$ cat src/rtl/turn_lamp_pkg.sv
package turn_lamp_pkg;
  typedef enum logic {
    SWEEP_UP   = 1'b0,
    SWEEP_DOWN = 1'b1
  } sweep_dir_e;
endpackage

$ cat src/rtl/lamp_step_counter.sv
module lamp_step_counter #(
  parameter int STEPS = 4,
  localparam int STEP_W = (STEPS > 1) ? $clog2(STEPS) : 1
) (
  input  logic              clk,
  input  logic              clr,
  input  logic              run_n,
  output logic [STEP_W-1:0] step
);
  localparam logic [STEP_W-1:0] LAST = STEP_W'(STEPS - 1);

  always_ff @(posedge clk or posedge clr) begin
    if (clr) begin
      step <= '0;
    end else if (!run_n) begin
      if (step == LAST) step <= '0;
      else              step <= step + 1'b1;
    end else begin
      step <= '0;
    end
  end

  AST_STEP_WRAPS: assert property (@(posedge clk) disable iff (clr)
    (!run_n && step == LAST) |=> (step == '0));

  AST_STEP_IN_RANGE: assert property (@(posedge clk) disable iff (clr)
    (step <= LAST));
endmodule

$ cat src/rtl/lamp_half_decoder.sv
module lamp_half_decoder
  import turn_lamp_pkg::*;
#(
  parameter int         STEPS = 4,
  parameter sweep_dir_e DIR   = SWEEP_UP,
  localparam int STEP_W = (STEPS > 1) ? $clog2(STEPS) : 1
) (
  input  logic              clk,
  input  logic              clr,
  input  logic              en_n,
  input  logic [STEP_W-1:0] step,
  output logic [STEPS-1:0]  half_n
);
  for (genvar k = 0; k < STEPS; k++) begin : g_lamp
    localparam int POS = (DIR == SWEEP_UP) ? k : (STEPS - 1 - k);
    assign half_n[POS] = en_n | (step != STEP_W'(k));
  end

  AST_ONE_LAMP_LIT: assert property (@(posedge clk) disable iff (clr)
    !en_n |-> ($countones(~half_n) == 1));

  AST_DARK_WHEN_OFF: assert property (@(posedge clk) disable iff (clr)
    en_n |-> (&half_n));
endmodule

$ cat src/rtl/turn_lamp_sequencer.sv
module turn_lamp_sequencer
  import turn_lamp_pkg::*;
#(
  parameter int LAMPS_PER_SIDE = 4,
  localparam int STEP_W = (LAMPS_PER_SIDE > 1) ? $clog2(LAMPS_PER_SIDE) : 1,
  localparam int BAR_W  = 2 * LAMPS_PER_SIDE
) (
  input  logic             clk,
  input  logic             clr,
  input  logic             right_req_n,
  input  logic             left_req_n,
  output logic [BAR_W-1:0] lamp_n
);
  logic [STEP_W-1:0] step;
  logic              any_run_n;

  // counting stops only when neither half is requested
  assign any_run_n = right_req_n & left_req_n;

  lamp_step_counter #(.STEPS(LAMPS_PER_SIDE)) u_counter (
    .clk   (clk),
    .clr   (clr),
    .run_n (any_run_n),
    .step  (step)
  );

  lamp_half_decoder #(.STEPS(LAMPS_PER_SIDE), .DIR(SWEEP_UP)) u_right (
    .clk    (clk),
    .clr    (clr),
    .en_n   (right_req_n),
    .step   (step),
    .half_n (lamp_n[BAR_W-1:LAMPS_PER_SIDE])
  );

  lamp_half_decoder #(.STEPS(LAMPS_PER_SIDE), .DIR(SWEEP_DOWN)) u_left (
    .clk    (clk),
    .clr    (clr),
    .en_n   (left_req_n),
    .step   (step),
    .half_n (lamp_n[LAMPS_PER_SIDE-1:0])
  );

  for (genvar k = 0; k < LAMPS_PER_SIDE; k++) begin : g_mirror
    AST_HALVES_LOCKSTEP: assert property (@(posedge clk) disable iff (clr)
      (!right_req_n && !left_req_n) |->
        (lamp_n[LAMPS_PER_SIDE + k] == lamp_n[LAMPS_PER_SIDE - 1 - k]));
  end

  AST_RIGHT_STARTS_CENTRE: assert property (@(posedge clk) disable iff (clr)
    ($past(right_req_n && left_req_n) && !right_req_n) |->
      !lamp_n[LAMPS_PER_SIDE]);

  AST_LEFT_STARTS_CENTRE: assert property (@(posedge clk) disable iff (clr)
    ($past(right_req_n && left_req_n) && !left_req_n) |->
      !lamp_n[LAMPS_PER_SIDE-1]);
endmodule

$ cat config.mk
export PLATFORM = sky130hd
export DESIGN_NAME = turn_lamp_sequencer
export DESIGN_NICKNAME = d
export VERILOG_FILES = /design/src/rtl/turn_lamp_pkg.sv /design/src/rtl/lamp_step_counter.sv /design/src/rtl/lamp_half_decoder.sv /design/src/rtl/turn_lamp_sequencer.sv
export SDC_FILE = /design/constraint.sdc
export NUM_CORES = 1
export LEC_CHECK = 0
export ABC_AREA = 1
export BUFFER_PORTS_ARGS = -buffer_cell sky130_fd_sc_hd__buf_2
export CAP_MARGIN = 30
export CORE_AREA = 2 2 39 41
export CTS_CLUSTER_DIAMETER = 80
export DETAILED_ROUTE_END_ITERATION = 6
export DIE_AREA = 0 0 41 43
export SYNTH_ARGS = -nofsm -noshare
export SYNTH_HDL_FRONTEND = slang
export SYNTH_SLANG_ARGS = --single-unit
$ cat constraint.sdc
create_clock -name clk -period 1 [get_ports clk]
set_clock_uncertainty 0.1 [all_clocks]
set_input_delay 0.25 -clock clk [delete_from_list [all_inputs] [get_ports clk]]
set_output_delay 0.25 -clock clk [all_outputs]
set_load 0.01 [all_outputs]
==> flow_summary.json <==
{
  "cp-start-kind": "flip-flop",
  "crit_type": "flip-flop to output pin",
  "layout_common_cells": "nand2_2, buf_6, buf_2",
  "reg2reg_slack_ns": -0.08,
  "grt_use_total_pct": 4.819,
  "chipHeight_um": 43,
  "vias": 201,
  "cp_max_fo": 3,
  "cts_buffers": 3,
  "status": "finished with violations",
  "powerDensity_nw_per_um2": 2589,
  "place_area_um2": 267.8,
  "drive_gt1_share_pct": 71.79,
  "yosys_register_bits": 2,
  "io_buffers": 11,
  "grt_pass1_wl_um": 476,
  "postLayoutCoreUtil_pct": 27.22,
  "initial_core_util_pct": 12.30,
  "wirelength_um": 436,
  "cap_viol_max_count": 0,
  "ys_seq_area_share_pct": 29.41,
  "netlist_area_um2": 170.2,
  "ys_top_cells_by_area": "dfrtp_1, ha_1, nand2_1",
  "reg2regPathDepth": 3,
  "violations": "setup timing",
  "die_w_um": 41,
  "worstReg2RegEnd": "u_counter.step[1]$_DFF_PP0_",
  "ant_nets": 0,
  "cts.sinks": 2,
  "core_um2": 1384,
  "worstSkewPairLatency_ns": 0.22,
  "max_freq_ghz": 0.7006,
  "grt_pass1_vias": 142,
  "ir_drop_v": 0.0006945,
  "multi_input_area_um2": 155.1,
  "holdPathEnd": "u_counter.step[0]$_DFF_PP0_",
  "h-tree-depth": 1,
  "setup_viol": 10,
  "area_delta_synth_final_pct": 121.3,
  "slew_headroom_pct": 88.28,
  "p_leak_uw": 0.0001777,
  "period_share_pct": 142.7,
  "hp-class": "input port to flip-flop",
  "reg.largest.list": "u_counter.step (2)",
  "power.share.clock_pct": 17.9,
  "wl_per_cell_um": 7.927,
  "r2r-start": "u_counter.step[1]$_DFF_PP0_",
  "antenna_found_initial": 0,
  "synth_nets": 32,
  "dp_slack_ns": -0.2057,
  "hold_start": "left_req_n",
  "seq_area_um2": 51.30,
  "largest_register": "u_counter.step",
  "synth_top_area_cell": "dfrtp_1",
  "grt_max_degree": 5,
  "avgSynthCellArea_um2": 7.090,
  "comb_power_share_pct": 61.7,
  "drt-initial-drc-count": 1,
  "root_buffer": "clkbuf_4",
  "end_kind": "output pin",
  "dr.pass1.iters": 2,
  "diodes": 0,
  "power_switching_uw": 386.5,
  "rows": 14,
  "vias_per_cell": 3.655,
  "clk_path_buf_depth": 2,
  "seqPwrFrac_pct": 20.4,
  "dieArea_um2": 1763,
  "stdcell_count": 55,
  "arrival_ns": 1.08,
  "slew_violations": 0,
  "floorplan.io_pins": 12,
  "synth_top_cell_area_share_pct": 29.41,
  "synth_cell_types": 6,
  "critPathLaunch": "u_counter.step[1]$_DFF_PP0_",
  "tightestPinTransition_ns": 0.1758,
  "cts_tree": "yes",
  "hold_depth": 4,
  "drc_errors": 0,
  "place_congestion": 0.5468,
  "rsz0062_at_grt": "true",
  "grt_overflow": 0,
  "final.fill_count": 155,
  "place_inst": 51,
  "fin_nets": 49,
  "synth_warnings": 0,
  "largest_reg_flops": 2,
  "worst_slack_ns": -0.4274,
  "clk_pin_slew_worst_paths_ns": 0.03,
  "internal-power_uw": 588.5,
  "final_area_um2": 376.6,
  "p_total_uw": 975.0,
  "swShare_pct": 39.64,
  "hold_violations": 0,
  "period_minus_slack_ns": 1.427,
  "critPathRequiredTime_ns": 0.65,
  "dpl.hpwl_um": 317.1,
  "netlist_instances": 24
}
[critical path, stage by stage, from the launching register on]
cell and delay, ns:
dfrtp_1 0.42, inv_2 0.12, ha_4 0.13, nand2_1 0.04
buf_2 0.14
[routing by layer]
layer / track usage, % / part of all wire (%) / vias to the layer above
met4: 6.000 / 0 / 0
met2: 5.938 / 58 / 12
met5: 0 / 0 / -
met3: 4.712 / 12 / 0
li1: - / - / 97
met1: 3.537 / 29 / 92
[worst max path at each step]
stage	to	slack, ns	cells past startpoint
after floorplan	lamp_n[1]	-0.06	3
after global placement	lamp_n[1]	-0.19	4
after detailed placement	lamp_n[4]	-0.21	4
after CTS	lamp_n[1]	-0.44	4
after global routing	lamp_n[2]	-0.49	4
final	lamp_n[2]	-0.43	4
[what timing repair did]
item / CTS / global route
setup buffers: 0 / 0
setup endpoints to repair: 9 / 10
pin swaps: 1 / 2
hold buffers: 1 / 0
endpoints found under the hold margin: 2 / 0
resized for setup: 1 / 13
[stage by stage]
step                      setup TNS, ns  hold slack, ns
final                            -3.432          0.2231
after global routing             -3.963          0.2419
after CTS                        -3.442          0.2000
after detailed placement         -1.546         0.01059
after global placement           -1.423        0.003833
after floorplan                 -0.4528         -0.1088
[cells in the mapped netlist]
master    n
nand2_1  10
inv_1     6
ha_1      4
dfrtp_1   2
and2_1    1
nor2_1    1
[kinds of logic after synthesis]
logic type,Yosys count,synth area share (%)
AND/OR/NAND/NOR,12,27.94
adder cells (fa/ha/maj),4,29.41
flip-flops,2,29.41
buffers and inverters,6,13.23
[layout make-up]
cell class | count | area share [%]
inverters | 6 | 6.645
flip-flops and latches | 2 | 13.62
clock buffers | 3 | 5.980
well taps | 16 | 5.316
repair buffers | 12 | 27.24
multi-input cells | 16 | 41.20
[power by group through the flow]
stage / Clock, uW / Combinational [uW] / Sequential, uW
final: 175 / 601 / 199
after global routing: 198 / 686 / 207
after CTS: 189 / 413 / 170
after detailed placement: 0 / 406 / 168
after global placement: 0 / 394 / 165
after floorplan: 0 / 283 / 159
(Power assumes the default switching activity.)
